$ cat config.mk
export PLATFORM = sky130hd
export DESIGN_NAME = pp_write_seq
export DESIGN_NICKNAME = d
export VERILOG_FILES = /design/src/rtl/ppw_pkg.sv /design/src/rtl/ppw_len_calc.sv /design/src/rtl/ppw_phase_ctr.sv /design/src/rtl/pp_write_seq.sv
export SDC_FILE = /design/constraint.sdc
export NUM_CORES = 1
export LEC_CHECK = 0
export ABC_AREA = 1
export BUFFER_PORTS_ARGS = -buffer_cell sky130_fd_sc_hd__buf_2
export CAP_MARGIN = 20
export CELL_PAD_IN_SITES_DETAIL_PLACEMENT = 1
export CELL_PAD_IN_SITES_GLOBAL_PLACEMENT = 1
export CORE_MARGIN = 4
export CORE_UTILIZATION = 43
export CTS_BUF_LIST = sky130_fd_sc_hd__clkbuf_2
export CTS_CLUSTER_SIZE = 28
export DETAILED_ROUTE_END_ITERATION = 10
export GPL_TIMING_DRIVEN = 0
export PLACE_DENSITY_LB_ADDON = 0.05
export SLEW_MARGIN = 30
export SYNTH_ARGS = -nofsm -noshare
export SYNTH_HDL_FRONTEND = slang
export SYNTH_HIERARCHICAL = 1
export SYNTH_SLANG_ARGS = --single-unit
export TNS_END_PERCENT = 20
$ cat constraint.sdc
create_clock -name clk -period 4.1 [get_ports clk]
set_clock_uncertainty 0.1 [all_clocks]
set_input_delay 1.23 -clock clk [delete_from_list [all_inputs] [get_ports clk]]
set_output_delay 1.23 -clock clk [all_outputs]
set_load 0.01 [all_outputs]
$ cat src/rtl/ppw_pkg.sv
package ppw_pkg;

    typedef enum logic [2:0] {
        PH_IDLE   = 3'd0,
        PH_ALE    = 3'd1,
        PH_SETUP  = 3'd2,
        PH_STROBE = 3'd3,
        PH_HOLD   = 3'd4,
        PH_GAP    = 3'd5
    } ppw_phase_e;

endpackage

$ cat src/rtl/ppw_len_calc.sv
// Strobe length minus one: max(D - F, 1) - 1, with F the flash reduction.
module ppw_len_calc #(
    parameter int DUR_W       = 5,
    parameter int CNT_W       = 5,
    parameter int FLASH_EXTRA = 7
) (
    input  logic [DUR_W-1:0] dur,
    input  logic             flash,
    output logic [CNT_W-1:0] strobe_m1
);
    localparam int RED = FLASH_EXTRA;

    int unsigned d_i;
    int unsigned w_i;

    always_comb begin
        d_i = int'(dur);
        if (flash) begin
            w_i = (d_i > RED) ? (d_i - RED) : 1;
        end else begin
            w_i = (d_i > 0) ? d_i : 1;
        end
        strobe_m1 = CNT_W'(w_i - 1);
    end
endmodule

$ cat src/rtl/ppw_phase_ctr.sv
// Down-counter shared by all phases: load starts a phase, zero ends it.
module ppw_phase_ctr #(
    parameter int CNT_W = 5
) (
    input  logic             clk,
    input  logic             rst_n,
    input  logic             load,
    input  logic [CNT_W-1:0] load_val,
    output logic [CNT_W-1:0] cnt,
    output logic             zero
);
    logic [CNT_W-1:0] cnt_d, cnt_q;

    always_comb begin
        cnt_d = cnt_q;
        if (load) begin
            cnt_d = load_val;
        end else if (cnt_q != '0) begin
            cnt_d = cnt_q - 1'b1;
        end
    end

    always_ff @(posedge clk or negedge rst_n) begin
        if (!rst_n) cnt_q <= '0;
        else        cnt_q <= cnt_d;
    end

    assign cnt  = cnt_q;
    assign zero = (cnt_q == '0);
endmodule

$ cat src/rtl/pp_write_seq.sv
module pp_write_seq
    import ppw_pkg::*;
#(
    parameter int ADDR_W      = 16,
    parameter int DATA_W      = 8,
    parameter int DUR_W       = 5,
    parameter int FLASH_EXTRA = 7,
    parameter int ALE_LEN     = 2,
    parameter int SETUP_LEN   = 2
) (
    input  logic              clk,
    input  logic              rst_n,
    input  logic              req_valid,
    output logic              req_ready,
    input  logic [ADDR_W-1:0] req_addr,
    input  logic [DATA_W-1:0] req_data,
    input  logic [DUR_W-1:0]  cfg_dur,
    input  logic              cfg_hold,
    input  logic              cfg_flash,
    input  logic              cfg_ale_low,
    output logic              pp_ale,
    output logic              pp_wr_n,
    output logic              pp_rd_n,
    output logic [ADDR_W-1:0] pp_ad_o,
    output logic              pp_ad_oe,
    output logic              busy,
    output logic              done
);
    localparam int CNT_W     = DUR_W;
    localparam int HI_W      = ADDR_W - DATA_W;
    // Recovery so that strobe-rise to next strobe-fall spans F+H+1 cycles:
    // the next write already spends idle + ALE + setup cycles before its strobe.
    localparam int PRE_STB   = 1 + ALE_LEN + SETUP_LEN;
    localparam int FLASH_GAP = (FLASH_EXTRA + 1 > PRE_STB) ? (FLASH_EXTRA + 1 - PRE_STB) : 0;

    typedef struct packed {
        ppw_phase_e        ph;
        logic [ADDR_W-1:0] addr;
        logic [DATA_W-1:0] data;
        logic [DUR_W-1:0]  dur;
        logic              hold;
        logic              flash;
        logic              pol;
        logic              done;
    } regs_t;

    localparam regs_t REGS_RST = '{ph: PH_IDLE, default: '0};

    regs_t            r_d, r_q;
    logic             ctr_load;
    logic [CNT_W-1:0] ctr_val;
    logic [CNT_W-1:0] ctr_cnt;
    logic             ctr_zero;
    logic [CNT_W-1:0] strobe_m1;
    logic [ADDR_W-1:0] lanes;

    ppw_len_calc #(
        .DUR_W       (DUR_W),
        .CNT_W       (CNT_W),
        .FLASH_EXTRA (FLASH_EXTRA)
    ) u_len (
        .dur       (r_q.dur),
        .flash     (r_q.flash),
        .strobe_m1 (strobe_m1)
    );

    ppw_phase_ctr #(
        .CNT_W (CNT_W)
    ) u_ctr (
        .clk      (clk),
        .rst_n    (rst_n),
        .load     (ctr_load),
        .load_val (ctr_val),
        .cnt      (ctr_cnt),
        .zero     (ctr_zero)
    );

    // Next-state process
    always_comb begin
        r_d      = r_q;
        r_d.done = 1'b0;
        ctr_load = 1'b0;
        ctr_val  = '0;
        unique case (r_q.ph)
            PH_IDLE: begin
                if (req_valid) begin
                    r_d.addr  = req_addr;
                    r_d.data  = req_data;
                    r_d.dur   = cfg_dur;
                    r_d.hold  = cfg_hold;
                    r_d.flash = cfg_flash;
                    r_d.pol   = cfg_ale_low;
                    r_d.ph    = PH_ALE;
                    ctr_load  = 1'b1;
                    ctr_val   = CNT_W'(ALE_LEN - 1);
                end
            end
            PH_ALE: begin
                if (ctr_zero) begin
                    r_d.ph   = PH_SETUP;
                    ctr_load = 1'b1;
                    ctr_val  = CNT_W'(SETUP_LEN - 1);
                end
            end
            PH_SETUP: begin
                if (ctr_zero) begin
                    r_d.ph   = PH_STROBE;
                    ctr_load = 1'b1;
                    ctr_val  = strobe_m1;
                end
            end
            PH_STROBE: begin
                if (ctr_zero) begin
                    ctr_load = 1'b1;
                    if (r_q.hold) begin
                        r_d.ph  = PH_HOLD;
                        ctr_val = '0;
                    end else if (r_q.flash && FLASH_GAP > 0) begin
                        r_d.ph  = PH_GAP;
                        ctr_val = CNT_W'(FLASH_GAP - 1);
                    end else begin
                        r_d.ph   = PH_IDLE;
                        r_d.done = 1'b1;
                    end
                end
            end
            PH_HOLD: begin
                if (ctr_zero) begin
                    ctr_load = 1'b1;
                    if (r_q.flash && FLASH_GAP > 0) begin
                        r_d.ph  = PH_GAP;
                        ctr_val = CNT_W'(FLASH_GAP - 1);
                    end else begin
                        r_d.ph   = PH_IDLE;
                        r_d.done = 1'b1;
                    end
                end
            end
            PH_GAP: begin
                if (ctr_zero) begin
                    r_d.ph   = PH_IDLE;
                    r_d.done = 1'b1;
                end
            end
            default: r_d.ph = PH_IDLE;
        endcase
    end

    // Register process
    always_ff @(posedge clk or negedge rst_n) begin
        if (!rst_n) r_q <= REGS_RST;
        else        r_q <= r_d;
    end

    // Pin decode from the registered phase
    assign lanes = {r_q.addr[ADDR_W-1 -: HI_W], r_q.data};

    always_comb begin
        pp_ad_o  = '0;
        pp_ad_oe = 1'b0;
        unique case (r_q.ph)
            PH_ALE: begin
                pp_ad_o  = r_q.addr;
                pp_ad_oe = 1'b1;
            end
            PH_SETUP: begin
                pp_ad_o  = (ctr_cnt == CNT_W'(SETUP_LEN - 1)) ? r_q.addr : lanes;
                pp_ad_oe = 1'b1;
            end
            PH_STROBE, PH_HOLD: begin
                pp_ad_o  = lanes;
                pp_ad_oe = 1'b1;
            end
            default: ;
        endcase
    end

    assign pp_ale    = (r_q.ph == PH_IDLE) ? cfg_ale_low : ((r_q.ph == PH_ALE) ^ r_q.pol);
    assign pp_wr_n   = (r_q.ph != PH_STROBE);
    assign pp_rd_n   = 1'b1;
    assign busy      = (r_q.ph != PH_IDLE);
    assign req_ready = (r_q.ph == PH_IDLE);
    assign done      = r_q.done;

    // Assertions
    assert_accept_busy_R2: assert property (@(posedge clk) disable iff (!rst_n)
        (req_valid && req_ready) |=> (busy && !req_ready));

    assert_ale_two_R3: assert property (@(posedge clk) disable iff (!rst_n)
        $rose(r_q.ph == PH_ALE) |=> (r_q.ph == PH_ALE));

    assert_wr_after_setup_R4: assert property (@(posedge clk) disable iff (!rst_n)
        $fell(pp_wr_n) |-> ($past(r_q.ph) == PH_SETUP));

    assert_byte_setup_R6: assert property (@(posedge clk) disable iff (!rst_n)
        $fell(pp_wr_n) |-> ($stable(pp_ad_o) && pp_ad_oe));

    assert_done_pulse_R9: assert property (@(posedge clk) disable iff (!rst_n)
        done |=> !done);

    assert_cfg_frozen_R11: assert property (@(posedge clk) disable iff (!rst_n)
        (busy && $past(busy)) |-> ($stable(r_q.dur) && $stable(r_q.hold) &&
                                   $stable(r_q.flash) && $stable(r_q.pol)));
endmodule

* Word-level counts from Yosys, hierarchy flattened *
Index checks and enable logic that the tools add are counted.

word-level totals
  memories = 0
  ROM bits = 0
  register bits after elaboration = 41
  bits in latches = 0
  input port bits = 35
  memory bits (writable) = 0
  output and inout port bits = 23
  logic and storage cells = 71

cells by class
  div/mod/pow operators = 0
  multipliers = 0
  mux-type cells = 34
  reductions and logical operators = 9
  order comparisons = 2
  shifts and indexed selects = 0
  bitwise operators = 1
  equal/unequal tests = 13
  $add $sub $neg = 3

operators with widths
  operator                                                               number
  16-bit case mux with 3 select lines                                    1
  35-bit two-way mux                                                     1
  5-bit two-way mux                                                      7
  5-bit case mux with 5 select lines                                     1
  3-bit two-way mux                                                      7
  3-bit case mux with 6 select lines                                     1
  2-bit != test, second input constant                                   6
  1-bit two-way mux                                                      10
  5-bit by 1-bit subtractor with 5-bit output, second input constant     2
  8-bit two-way mux                                                      1
  3-bit by 2-bit equality test with 1-bit output, second input constant  2
  3-bit equality test, second input constant                             2
  2-bit two-way mux                                                      3
  6-bit AND reduction                                                    1
  5-bit by 1-bit equality test with 1-bit output, second input constant  1
  5-bit by 1-bit > comparator with 1-bit output, second input constant   1
  5-bit by 3-bit > comparator with 1-bit output, second input constant   1
  5-bit logical NOT                                                      1
  5-bit nonzero test                                                     1
  5-bit by 3-bit subtractor with 5-bit output, second input constant     1
  4-bit OR reduction                                                     1
  3-bit by 1-bit equality test with 1-bit output, second input constant  1
  3-bit logical NOT                                                      1
  3-bit by 2-bit != test with 1-bit output, second input constant        1
  7 further kinds                                                        7

* Logic depth before layout (Yosys ltp) *
Gate-level depths: netlist of the first run.

  depth in word-level cells = 7
  gate-level depth with buffers = 17

* By module *
Netlist of the first run, hierarchy kept.

modules (own cells, without submodules)
  module         instances  cells each  area each (µm²)  sequential area each (µm²)
  pp_write_seq   1          265         1926.8           900.9
  ppw_phase_ctr  1          39          302.8            125.1
  ppw_len_calc   1          50          286.5            0.0

* Worst setup path after synthesis of the first run *
Ideal clock, no wire load.

  path kind = input-to-output
  from = in cfg_ale_low
  to = out pp_ale
  cell stages on the path = 2
  buffers on the path = 0
  arrival time = 1401 ps
  path slack = 1369 ps
  cells stage by stage = nand2_1 o21ai_0

between the ends
  longest elaborated chain between the ends = 1

ends and longest elaborated chain
  item               RTL line             source
  start, declared    pp_write_seq.sv:20   input logic cfg_ale_low,
  1-bit two-way mux  pp_write_seq.sv:178  assign pp_ale = (r_q.ph == PH_IDLE) ? cfg_ale_low : ((r_q.ph == PH_ALE) ^ r_q.pol);
  end, declared      pp_write_seq.sv:21   output logic pp_ale,

No other way between the ends.

* Worst setup path after layout of the first run *
  from = reg r_q[34] (netlist name)
  to = out pp_ad_o[7]

between the ends
  longest elaborated chain between the ends = 3
  elaborated cells on any way between the ends = 6
  those cells by class = eq/ne (4); mux (1); reduce/logical (1)

ends and longest elaborated chain
  item                                                                                   RTL line             source
  start, declared                                                                        pp_write_seq.sv:49   regs_t r_d, r_q;
  start signal, assigned                                                                 pp_write_seq.sv:152  else r_q <= r_d;
  3-bit by 2-bit equality test with 1-bit output or 3-bit equality test (tied branches)  pp_write_seq.sv:161  unique case (r_q.ph)
  2-bit OR reduction                                                                     pp_write_seq.sv:161
  16-bit case mux with 3 select lines *                                                  pp_write_seq.sv:161
  end, declared                                                                          pp_write_seq.sv:24   output logic [ADDR_W-1:0] pp_ad_o,

Every way passes the cells marked *; elsewhere a longest branch is shown, timed or not.

==> results of run 1 <==
[cell type report]
class	instances	area (µm²)
Fill cell	792	2640
Multi-Input combinational cell	260	1250
Sequential cell	41	1030
Timing Repair Buffer	56	283
Inverter	45	169
Tap cell	72	90.1
Buffer	8	71.3
Clock buffer	5	25.0
Clock inverter	3	17.5
[cell usage in the layout (no fill, tap or decap), types with 4 or more instances in the layout]
cell type                    n
sky130_fd_sc_hd__nand2_4     5
sky130_fd_sc_hd__nor2_1      9
sky130_fd_sc_hd__nand3_2     5
sky130_fd_sc_hd__o21ai_0    11
sky130_fd_sc_hd__inv_1      33
sky130_fd_sc_hd__nand4_1     4
sky130_fd_sc_hd__nand2_2     4
sky130_fd_sc_hd__inv_2      12
sky130_fd_sc_hd__dfrtp_1    41
sky130_fd_sc_hd__nand3_1    14
sky130_fd_sc_hd__nand2_1   179
sky130_fd_sc_hd__ha_1        4
sky130_fd_sc_hd__buf_4       6
sky130_fd_sc_hd__buf_2      55
sky130_fd_sc_hd__nor2_4      4
sky130_fd_sc_hd__clkbuf_2    5
[through the flow]
step / util, % / total power, mW / instance area (µm²) / hold WS, ns
3_3_place_gp: 51.8 / 2.27 / 2890 / 0.353
2_1_floorplan: - / 1.87 / 2520 / 0.342
4_1_cts: 52.5 / 2.52 / 2930 / 0.408
5_1_grt: 52.6 / 2.78 / 2930 / 0.426
6_report: 52.6 / 2.48 / 2930 / 0.401
3_5_place_dp: 51.8 / 2.33 / 2890 / 0.360
[power by group through the flow]
stage / Clock (mW) / Sequential [mW] / Combinational [mW]
6_report: 0.177 / 0.751 / 1.56
5_1_grt: 0.213 / 0.783 / 1.79
4_1_cts: 0.189 / 0.752 / 1.58
3_5_place_dp: 0 / 0.762 / 1.57
3_3_place_gp: 0 / 0.751 / 1.52
2_1_floorplan: 0 / 0.721 / 1.15
[worst max-delay path by stage]
stage,from,endpoint,slack [ns],cells past startpoint
3_5_place_dp,cfg_ale_low,pp_ale,1.17,4
2_1_floorplan,cfg_ale_low,pp_ale,1.37,2
5_1_grt,r_q[35],pp_ad_o[9],0.69,9
3_3_place_gp,cfg_ale_low,pp_ale,1.19,4
6_report,r_q[34],pp_ad_o[7],0.91,7
4_1_cts,r_q[35],pp_ad_o[9],0.86,9
[per-layer routing]
metal	wire length (µm)	vias to the layer above
met3	285	10
li1	-	1194
met1	2870	1093
met4	114	0
met2	3030	44
met5	0	-
[state kept, by name, summed over array words and instances, names as in the netlist]
name	count
done	1
lanes	16
r_q	19
u_ctr/cnt	5
[cells by family after synthesis]
group | share of synthesized area, %
AND/OR/NAND/NOR | 41.6
XOR/XNOR | 1.04
AO/OA/AOI/OAI | 4.92
buffers and inverters | 9.55
other | 0.149
flip-flops | 40.8
adder cells (fa/ha/maj) | 1.99
[critical path: cells and delay by family (launching register included)]
kind                   cells  cell delay (ns)
AO/OA/AOI/OAI              1             0.31
flip-flops                 1             0.51
AND/OR/NAND/NOR            4             0.39
buffers and inverters      2             0.25
==> metrics.txt, run 1 <==
# TYPE chip_impl_metric gauge
chip_impl_info{name="run_status",value="finished, final reports clean"} 1
chip_impl_metric{name="cts.reportedPaths.clkPinSlew",unit="ns"} 0.20
chip_impl_metric{name="synth-edff-count",unit=""} 0
chip_impl_info{name="worst_path_most_repeated_cell",value="sky130_fd_sc_hd__nand2_1"} 1
chip_impl_metric{name="max_cap_viol_count",unit=""} 0
chip_impl_info{name="holdCritStartpoint",value="lanes[15]"} 1
chip_impl_metric{name="tns",unit="ns"} 0
chip_impl_metric{name="crit_path_max_incr_delay",unit="ns"} 0.51
chip_impl_info{name="crit_path_cell_trace",value="inv_2 > nor2_4 > nand2_4 > o21ai_4 > nand2_1 > nand2_1 > buf_2"} 1
chip_impl_metric{name="detail_route.drc_violations",unit=""} 0
chip_impl_info{name="rsz0062_at_grt",value="false"} 1
chip_impl_metric{name="power.combinational.fraction",unit="%"} 62.6
chip_impl_info{name="largest_area_contributor_in_the_synthesized_netlist",value="sky130_fd_sc_hd__dfrtp_1"} 1
chip_impl_metric{name="vdd_drop_max",unit="mV"} 0.338
chip_impl_metric{name="dieWidth",unit="µm"} 84.5
chip_impl_metric{name="drive_above_1_share",unit="%"} 26.1
chip_impl_metric{name="p_leak",unit="nW"} 1.76
chip_impl_info{name="critPathCaptureType",value="primary output"} 1
chip_impl_metric{name="drt-total-wl",unit="mm"} 6.30
chip_impl_metric{name="worst-slew-pin-transition",unit="ns"} 0.528
chip_impl_metric{name="critical_path_data_arrival_time",unit="ns"} 1.86
chip_impl_metric{name="number_of_vias_after_detailed_routing",unit=""} 2341
chip_impl_info{name="min-delay-path-class",value="reg2reg"} 1
chip_impl_metric{name="avgSynthCellArea",unit="µm²"} 7.11
chip_impl_metric{name="clk-insertion-delay-late",unit="ns"} 0.39
chip_impl_metric{name="timing.final.crit_share",unit="%"} 77.8
chip_impl_info{name="critical_path_source_type",value="flop"} 1
chip_impl_metric{name="grt_util_all_layers",unit="%"} 19.4
chip_impl_metric{name="fmaxAchievable",unit="MHz"} 314
chip_impl_metric{name="grt.met2_usage",unit="%"} 33.3
chip_impl_metric{name="maxSlewViolCount",unit=""} 0
chip_impl_metric{name="numPortBuffers",unit=""} 56
chip_impl_metric{name="cts.repair.resized",unit=""} 0
chip_impl_metric{name="seq_power_share",unit="%"} 30.2
chip_impl_metric{name="htree_num_levels",unit=""} 2
chip_impl_metric{name="synth_seq_cells",unit=""} 41
chip_impl_metric{name="die_height",unit="µm"} 84.5
chip_impl_metric{name="clock_network_power_share",unit="%"} 7.1
chip_impl_metric{name="antenna_left",unit=""} 0
chip_impl_metric{name="cts_hold_buf",unit=""} 0
chip_impl_metric{name="power-per-cell-area",unit="mW/mm²"} 847
chip_impl_metric{name="portion_of_the_post_synthesis_area_used_by_sequential_elements",unit="%"} 40.8
chip_impl_metric{name="synthCells",unit=""} 354
chip_impl_metric{name="timing.reg2reg.worst_path_depth",unit=""} 17
chip_impl_metric{name="dpl.hpwl",unit="mm"} 4.87
chip_impl_info{name="crit_path_top_delay_cell",value="sky130_fd_sc_hd__dfrtp_1"} 1
chip_impl_metric{name="row_count",unit=""} 27
chip_impl_metric{name="max_slew_margin",unit="%"} 64.8
chip_impl_metric{name="antenna-diode-count",unit=""} 0
chip_impl_info{name="regToRegEndpoint",value="u_ctr/cnt[1]"} 1
chip_impl_info{name="cts.root.buffer_cell",value="sky130_fd_sc_hd__clkbuf_2"} 1
chip_impl_metric{name="finalWorstSetupSlack",unit="ns"} 0.911
chip_impl_metric{name="met3_routing_resource_usage_after_global_routing",unit="%"} 4.51
chip_impl_metric{name="timing.hold.worst_path_depth",unit=""} 2
chip_impl_metric{name="wire_length_of_the_first_global_routing_pass",unit="mm"} 11.4
chip_impl_info{name="synth_top_flop_cell",value="sky130_fd_sc_hd__dfrtp_1"} 1
chip_impl_metric{name="dpl.cell_count",unit=""} 482
chip_impl_metric{name="largest_net_degree_at_the_start_of_global_routing",unit=""} 42
chip_impl_metric{name="area_growth_syn_to_layout",unit="%"} 16.5
chip_impl_metric{name="global_route.usage.met1",unit="%"} 24.2
chip_impl_info{name="synth_common_cells",value="sky130_fd_sc_hd__nand2_1 (179), sky130_fd_sc_hd__dfrtp_1 (41), sky130_fd_sc_hd__inv_1 (33)"} 1
chip_impl_metric{name="switching_share",unit="%"} 52.0
chip_impl_metric{name="gp_congestion",unit=""} 0.792
chip_impl_info{name="hold-path-endpoint",value="lanes[15]"} 1
chip_impl_metric{name="numCtsBuffers",unit=""} 5
chip_impl_metric{name="synth_cell_types",unit=""} 30
chip_impl_metric{name="initial_util",unit="%"} 45.1
chip_impl_info{name="tritoncts_clock_tree",value="yes"} 1
chip_impl_metric{name="hold_violations",unit=""} 0
chip_impl_metric{name="clockBufferDepth",unit=""} 2
chip_impl_metric{name="total_setup_buffers_inserted_after_cts",unit=""} 0
chip_impl_metric{name="p_int",unit="mW"} 1.19
chip_impl_info{name="synth_most_common_cell",value="sky130_fd_sc_hd__nand2_1"} 1
chip_impl_info{name="regToRegStartpoint",value="r_q[4]"} 1
chip_impl_metric{name="viasPerCell",unit=""} 4.78
chip_impl_metric{name="first_global_vias",unit=""} 2510
chip_impl_info{name="gr_peak_layer",value="met2"} 1
chip_impl_metric{name="floorplan.io_pins",unit=""} 58
chip_impl_info{name="setup.worst_path.class",value="reg2out"} 1
chip_impl_metric{name="final-instance-count-excl-fill",unit=""} 490
chip_impl_metric{name="fp.dieArea",unit="mm²"} 0.00714
chip_impl_metric{name="worst-endpoint-required",unit="ns"} 2.77
chip_impl_metric{name="synth.cell_area",unit="mm²"} 0.00252
chip_impl_metric{name="antenna_found_initial",unit=""} 0
chip_impl_metric{name="synthDominantCellAreaShare",unit="%"} 40.8
chip_impl_metric{name="worst-path-max-fanout",unit=""} 8
chip_impl_metric{name="place_worst_setup_slack",unit="ns"} 1.17
chip_impl_metric{name="dr.pass1.iters",unit=""} 4
chip_impl_metric{name="core",unit="mm²"} 0.00557
chip_impl_metric{name="route.detailed.wl_per_inst",unit="µm"} 12.8
chip_impl_info{name="synth_top_cells_by_area",value="sky130_fd_sc_hd__dfrtp_1 (41%), sky130_fd_sc_hd__nand2_1 (27%), sky130_fd_sc_hd__inv_1 (4.9%)"} 1
chip_impl_metric{name="ys_async_sr_fraction",unit="%"} 100
chip_impl_metric{name="grt-ovfl-total",unit=""} 0
chip_impl_metric{name="p_sw",unit="mW"} 1.29
chip_impl_metric{name="mappedNetlistNets",unit=""} 393
chip_impl_metric{name="setup_violations",unit=""} 0
chip_impl_metric{name="drtIter0Drc",unit=""} 62
chip_impl_metric{name="design.final.nets",unit=""} 456
chip_impl_metric{name="clock_sinks",unit=""} 41
chip_impl_metric{name="layout_min_cycle_time",unit="ns"} 3.19
chip_impl_metric{name="ys.warnings.count",unit=""} 6
chip_impl_metric{name="reg2reg_setup_slack",unit="ns"} 1.74
Note: power is estimated with default switching activity, not from simulation.
==> run 2: changes to the inputs <==
Settings changed: CORE_UTILIZATION 43 to 40.
Clock period 4.1 ns to 3.1 ns, I/O delays scaled along.
==> metrics.txt, run 2 (synthesized netlist as in run 1, its figures left out) <==
# TYPE chip_impl_metric gauge
chip_impl_metric{name="cts.reportedPaths.clkPinSlew",unit="ns"} 0.22
chip_impl_metric{name="drt-total-wl",unit="mm"} 6.33
chip_impl_metric{name="area_growth_syn_to_layout",unit="%"} 16.7
chip_impl_metric{name="max_slew_margin",unit="%"} 63.9
chip_impl_metric{name="hold_violations",unit=""} 0
chip_impl_info{name="critPathCaptureType",value="primary output"} 1
chip_impl_info{name="crit_path_top_delay_cell",value="sky130_fd_sc_hd__dfrtp_1"} 1
chip_impl_metric{name="clk-insertion-delay-late",unit="ns"} 0.39
chip_impl_metric{name="timing.critical_path.depth",unit=""} 9
chip_impl_metric{name="crit_path_max_incr_delay",unit="ns"} 0.40
chip_impl_metric{name="dr.pass1.iters",unit=""} 4
chip_impl_metric{name="grt_util_all_layers",unit="%"} 18.3
chip_impl_metric{name="dpl.cell_count",unit=""} 485
chip_impl_metric{name="worst-path-max-fanout",unit=""} 10
chip_impl_info{name="rsz0062_at_grt",value="false"} 1
chip_impl_metric{name="worst-endpoint-required",unit="ns"} 2.07
chip_impl_metric{name="vdd_drop_max",unit="mV"} 0.402
chip_impl_metric{name="cts_hold_buf",unit=""} 0
chip_impl_metric{name="dpl-instance-area",unit="mm²"} 0.00289
chip_impl_metric{name="total_setup_buffers_inserted_after_cts",unit=""} 0
chip_impl_info{name="setup.worst_path.class",value="reg2out"} 1
chip_impl_metric{name="timing.reg2reg.worst_path_depth",unit=""} 17
chip_impl_metric{name="fin_total_pwr",unit="mW"} 3.28
chip_impl_metric{name="largest_register_ff_count",unit=""} 19
chip_impl_metric{name="design.final.nets",unit=""} 456
chip_impl_metric{name="cts.repair.resized",unit=""} 0
chip_impl_metric{name="largest_net_degree_at_the_start_of_global_routing",unit=""} 42
chip_impl_metric{name="antenna_found_initial",unit=""} 0
chip_impl_metric{name="gp_congestion",unit=""} 0.786
chip_impl_info{name="run_status",value="finished, final reports clean"} 1
chip_impl_metric{name="dieWidth",unit="µm"} 87.3
chip_impl_info{name="tritoncts_clock_tree",value="yes"} 1
chip_impl_metric{name="grt-ovfl-total",unit=""} 0
chip_impl_metric{name="critical_path_data_arrival_time",unit="ns"} 1.89
chip_impl_metric{name="finalHoldWorstSlack",unit="ns"} 0.389
chip_impl_metric{name="route.detailed.wl_per_inst",unit="µm"} 12.8
chip_impl_metric{name="viasPerCell",unit=""} 4.71
chip_impl_metric{name="timing.final.crit_share",unit="%"} 94.0
chip_impl_metric{name="place_worst_setup_slack",unit="ns"} 0.624
chip_impl_metric{name="numPortBuffers",unit=""} 56
chip_impl_metric{name="drive_above_1_share",unit="%"} 26.1
chip_impl_metric{name="dpl.hpwl",unit="mm"} 4.92
chip_impl_metric{name="max_cap_viol_count",unit=""} 0
chip_impl_metric{name="fp.dieArea",unit="mm²"} 0.00762
chip_impl_metric{name="row_count",unit=""} 28
chip_impl_metric{name="first_global_vias",unit=""} 2420
chip_impl_metric{name="setup_violations",unit=""} 0
chip_impl_metric{name="finalWorstSetupSlack",unit="ns"} 0.185
chip_impl_metric{name="timing.critical_path.buf_inv",unit=""} 5
chip_impl_metric{name="finalCoreUtilization",unit="%"} 48.7
chip_impl_metric{name="clockBufferDepth",unit=""} 2
chip_impl_metric{name="floorplan.io_pins",unit=""} 58
chip_impl_info{name="cts.root.buffer_cell",value="sky130_fd_sc_hd__clkbuf_2"} 1
chip_impl_metric{name="htree_num_levels",unit=""} 2
chip_impl_info{name="layout.cells.most_common",value="sky130_fd_sc_hd__nand2_1"} 1
chip_impl_metric{name="initial_util",unit="%"} 41.8
chip_impl_info{name="crit_path_cell_trace",value="buf_4 > inv_2 > nand3_2 > nand2_1 > inv_2 > nand2_4 > nand2_1 > inv_1 > buf_2"} 1
chip_impl_metric{name="number_of_vias_after_detailed_routing",unit=""} 2322
chip_impl_metric{name="fmaxAchievable",unit="MHz"} 343
chip_impl_info{name="registers.top_by_ff_count",value="r_q"} 1
chip_impl_metric{name="p_leak",unit="nW"} 1.76
chip_impl_metric{name="final-instance-count-excl-fill",unit=""} 493
chip_impl_metric{name="antenna-diode-count",unit=""} 0
chip_impl_metric{name="power-per-cell-area",unit="mW/mm²"} 1120
chip_impl_metric{name="layout_min_cycle_time",unit="ns"} 2.92
chip_impl_metric{name="die_height",unit="µm"} 87.3
chip_impl_metric{name="numCtsBuffers",unit=""} 5
chip_impl_metric{name="drtIter0Drc",unit=""} 70
chip_impl_metric{name="worst-slew-pin-transition",unit="ns"} 0.542
chip_impl_info{name="path_delay_family",value="simple AND/OR/NAND/NOR gates"} 1
chip_impl_info{name="critical_path_source_type",value="flop"} 1
chip_impl_metric{name="antenna_left",unit=""} 0
chip_impl_metric{name="wire_length_of_the_first_global_routing_pass",unit="mm"} 11.0
chip_impl_info{name="layout_common_cells",value="sky130_fd_sc_hd__nand2_1 (179), sky130_fd_sc_hd__buf_2 (55), sky130_fd_sc_hd__dfrtp_1 (41)"} 1
chip_impl_metric{name="finish.instance_area",unit="mm²"} 0.00294
chip_impl_metric{name="detail_route.drc_violations",unit=""} 0
chip_impl_metric{name="clock_sinks",unit=""} 41
chip_impl_info{name="min-delay-path-class",value="in2async"} 1
chip_impl_metric{name="core",unit="mm²"} 0.00603
chip_impl_metric{name="tns",unit="ns"} 0
chip_impl_metric{name="maxSlewViolCount",unit=""} 0
[run 2: cell counts in the layout (fill, tap and decap cells not counted)]
Identical to the previous run, type by type.
[run 2: worst paths after layout]
kind	from	endpoint	slack, ns
hold reg to reg	lanes[12]	lanes[12]	0.40
setup reg to reg	r_q[4]	u_ctr/cnt[1]	0.82
setup / recovery	r_q[35]	pp_ad_o[11]	0.18
max in group asynchronous	rst_n	r_q[6]	2.13
min in group clk	lanes[12]	lanes[12]	0.40
hold / removal	rst_n	r_q[1]	0.39
[run 2: report_power, final]
group	total, mW	leakage (nW)	switching, mW	internal [mW]
combinational	2.06	1.22	1.31	0.740
clock	0.230	0.0304	0.177	0.0536
sequential	0.994	0.514	0.215	0.779
total	3.28	1.76	1.71	1.57
[run 2: layer usage]
layer  vias to the layer above  part of all wire, %  routed length (µm)  track usage, %
li1                       1194                    -                   -               -
met1                      1079                   46                2890            23.4
met2                        44                   49                3120            31.8
met3                         5                  4.3                 273            3.41
met4                         0                 0.79                  50            4.18
met5                         -                    0                   0               0
[run 2: cell type report]
cell class	count	area, µm²
Inverter	45	169
Fill cell	821	3090
Sequential cell	41	1030
Clock buffer	5	25.0
Clock inverter	3	17.5
Timing Repair Buffer	56	283
Tap cell	75	93.8
Buffer	8	71.3
Multi-Input combinational cell	260	1250
==> run 3: changes to the inputs <==
Settings changed: MAX_ROUTING_LAYER set to met4.
==> metrics.txt, run 3 (synthesized netlist as in run 1, its figures left out) <==
# TYPE chip_impl_metric gauge
chip_impl_info{name="run_status",value="finished, final reports clean"} 1
chip_impl_metric{name="switching_share",unit="%"} 52.1
chip_impl_metric{name="cts_hold_buf",unit=""} 0
chip_impl_metric{name="htree_num_levels",unit=""} 2
chip_impl_metric{name="maxSlewViolCount",unit=""} 0
chip_impl_metric{name="numPortBuffers",unit=""} 56
chip_impl_metric{name="cts.reportedPaths.clkPinSlew",unit="ns"} 0.22
chip_impl_metric{name="worst-endpoint-required",unit="ns"} 2.07
chip_impl_metric{name="tns",unit="ns"} 0
chip_impl_metric{name="p_sw",unit="mW"} 1.71
chip_impl_metric{name="dr.pass1.iters",unit=""} 4
chip_impl_info{name="regToRegEndpoint",value="u_ctr/cnt[1]"} 1
chip_impl_metric{name="antenna_left",unit=""} 0
chip_impl_info{name="critical_path_source_type",value="flop"} 1
chip_impl_metric{name="clk-insertion-delay-late",unit="ns"} 0.38
chip_impl_metric{name="die_height",unit="µm"} 87.3
chip_impl_metric{name="detail_route.drc_violations",unit=""} 0
chip_impl_metric{name="fmaxAchievable",unit="MHz"} 343
chip_impl_metric{name="dieWidth",unit="µm"} 87.3
chip_impl_metric{name="antenna-diode-count",unit=""} 0
chip_impl_info{name="setup.worst_path.class",value="reg2out"} 1
chip_impl_metric{name="gp_congestion",unit=""} 0.797
chip_impl_info{name="layout.cells.most_common",value="sky130_fd_sc_hd__nand2_1"} 1
chip_impl_metric{name="final-instance-count-excl-fill",unit=""} 493
chip_impl_metric{name="clock_sinks",unit=""} 41
chip_impl_metric{name="setup_violations",unit=""} 0
chip_impl_metric{name="layout_min_cycle_time",unit="ns"} 2.91
chip_impl_metric{name="worst-slew-pin-transition",unit="ns"} 0.542
chip_impl_metric{name="dpl.cell_count",unit=""} 485
chip_impl_metric{name="vdd_drop_max",unit="mV"} 0.402
chip_impl_metric{name="timing.reg2reg.worst_path_depth",unit=""} 17
chip_impl_info{name="layout_common_cells",value="sky130_fd_sc_hd__nand2_1 (179), sky130_fd_sc_hd__buf_2 (55), sky130_fd_sc_hd__dfrtp_1 (41)"} 1
chip_impl_metric{name="power.combinational.fraction",unit="%"} 62.7
chip_impl_info{name="rsz0062_at_grt",value="false"} 1
chip_impl_info{name="critPathCaptureType",value="primary output"} 1
chip_impl_metric{name="clock_network_power_share",unit="%"} 7.0
chip_impl_metric{name="largest_register_ff_count",unit=""} 19
chip_impl_metric{name="finalHoldWorstSlack",unit="ns"} 0.390
chip_impl_info{name="min-delay-path-class",value="in2async"} 1
chip_impl_metric{name="total_setup_buffers_inserted_after_cts",unit=""} 0
chip_impl_metric{name="max_cap_viol_count",unit=""} 0
chip_impl_metric{name="power-per-cell-area",unit="mW/mm²"} 1120
chip_impl_metric{name="finalCoreUtilization",unit="%"} 48.7
chip_impl_metric{name="p_int",unit="mW"} 1.57
chip_impl_metric{name="largest_net_degree_at_the_start_of_global_routing",unit=""} 42
chip_impl_metric{name="initial_util",unit="%"} 41.8
chip_impl_metric{name="max_slew_margin",unit="%"} 63.9
chip_impl_metric{name="core",unit="mm²"} 0.00603
chip_impl_metric{name="p_leak",unit="nW"} 1.76
chip_impl_info{name="cts.root.buffer_cell",value="sky130_fd_sc_hd__clkbuf_2"} 1
chip_impl_metric{name="design.final.nets",unit=""} 456
chip_impl_metric{name="antenna_found_initial",unit=""} 0
chip_impl_metric{name="drive_above_1_share",unit="%"} 26.1
chip_impl_metric{name="grt-ovfl-total",unit=""} 0
chip_impl_metric{name="drt-total-wl",unit="mm"} 6.34
chip_impl_metric{name="clockBufferDepth",unit=""} 2
chip_impl_metric{name="wire_length_of_the_first_global_routing_pass",unit="mm"} 11.0
chip_impl_metric{name="drtIter0Drc",unit=""} 75
chip_impl_info{name="registers.top_by_ff_count",value="r_q"} 1
chip_impl_metric{name="floorplan.io_pins",unit=""} 58
chip_impl_info{name="regToRegStartpoint",value="r_q[4]"} 1
chip_impl_info{name="tritoncts_clock_tree",value="yes"} 1
chip_impl_metric{name="viasPerCell",unit=""} 4.71
chip_impl_metric{name="cts.repair.resized",unit=""} 0
chip_impl_metric{name="numCtsBuffers",unit=""} 5
chip_impl_metric{name="first_global_vias",unit=""} 2423
chip_impl_metric{name="seq_power_share",unit="%"} 30.3
chip_impl_metric{name="worst-path-max-fanout",unit=""} 10
chip_impl_metric{name="fp.dieArea",unit="mm²"} 0.00762
chip_impl_metric{name="hold_violations",unit=""} 0
chip_impl_metric{name="reg2reg_setup_slack",unit="ns"} 0.81
chip_impl_metric{name="row_count",unit=""} 28
chip_impl_metric{name="route.detailed.wl_per_inst",unit="µm"} 12.9
chip_impl_metric{name="number_of_vias_after_detailed_routing",unit=""} 2321
chip_impl_metric{name="timing.final.crit_share",unit="%"} 94.0
chip_impl_metric{name="grt_util_all_layers",unit="%"} 18.8
chip_impl_metric{name="dpl.hpwl",unit="mm"} 4.92
chip_impl_metric{name="area_growth_syn_to_layout",unit="%"} 16.7
chip_impl_metric{name="critical_path_data_arrival_time",unit="ns"} 1.88
run 3: layer usage:
layer / wire length (µm) / up-vias / GRT usage (%)
li1: - / 1195 / -
met1: 2980 / 1083 / 23.6
met2: 3100 / 38 / 31.8
met3: 213 / 5 / 2.93
met4: 49 / 0 / 4.18
met5: 0 / - / -
run 3: critical path, cell delays in order, from the launching register on:
cell and delay (ns):
sky130_fd_sc_hd__dfrtp_1 0.40, sky130_fd_sc_hd__buf_4 0.18, sky130_fd_sc_hd__inv_2 0.12, sky130_fd_sc_hd__nand3_2 0.16, sky130_fd_sc_hd__nand2_1 0.17, sky130_fd_sc_hd__inv_2 0.06
sky130_fd_sc_hd__nand2_4 0.14, sky130_fd_sc_hd__nand2_1 0.09, sky130_fd_sc_hd__inv_1 0.05, sky130_fd_sc_hd__buf_2 0.12
run 3: final cells by class:
type	count	area, µm²
sequential	41	1030
fill	821	3090
clock inverter	3	17.5
clock buffer	5	25.0
inverter	45	169
buffer	8	71.3
tap	75	93.8
multi-input combinational	260	1250
timing repair buffer	56	283
run 3: power groups by stage:
| stage | registers [mW] | logic [mW] | clock network, mW |
|---|---|---|---|
| 2_1_floorplan | 0.954 | 1.52 | 0 |
| 3_3_place_gp | 0.994 | 2.01 | 0 |
| 3_5_place_dp | 1.01 | 2.09 | 0 |
| 4_1_cts | 0.994 | 2.10 | 0.247 |
| 5_1_grt | 1.03 | 2.37 | 0.276 |
| 6_report | 0.994 | 2.06 | 0.230 |
run 3: how the worst max path moves through the flow:
stage	endpoint	cells past startpoint	startpoint	slack (ns)
global route	pp_ad_o[13]	9	r_q[35]	0.0004
floorplan	pp_ad_o[10]	8	r_q[35]	0.93
CTS	pp_ad_o[8]	9	r_q[35]	0.14
global placement	pp_ad_o[8]	9	r_q[35]	0.67
detailed placement	pp_ad_o[8]	9	r_q[35]	0.62
finish	pp_ad_o[11]	9	r_q[35]	0.19
run 3: through the flow:
stage | cell area, µm² | setup slack [ns] | power [mW]
floorplan | 2520 | 0.934 | 2.47
global placement | 2890 | 0.667 | 3.01
detailed placement | 2890 | 0.624 | 3.09
CTS | 2940 | 0.141 | 3.34
global route | 2940 | 0.000433 | 3.68
finish | 2940 | 0.185 | 3.28
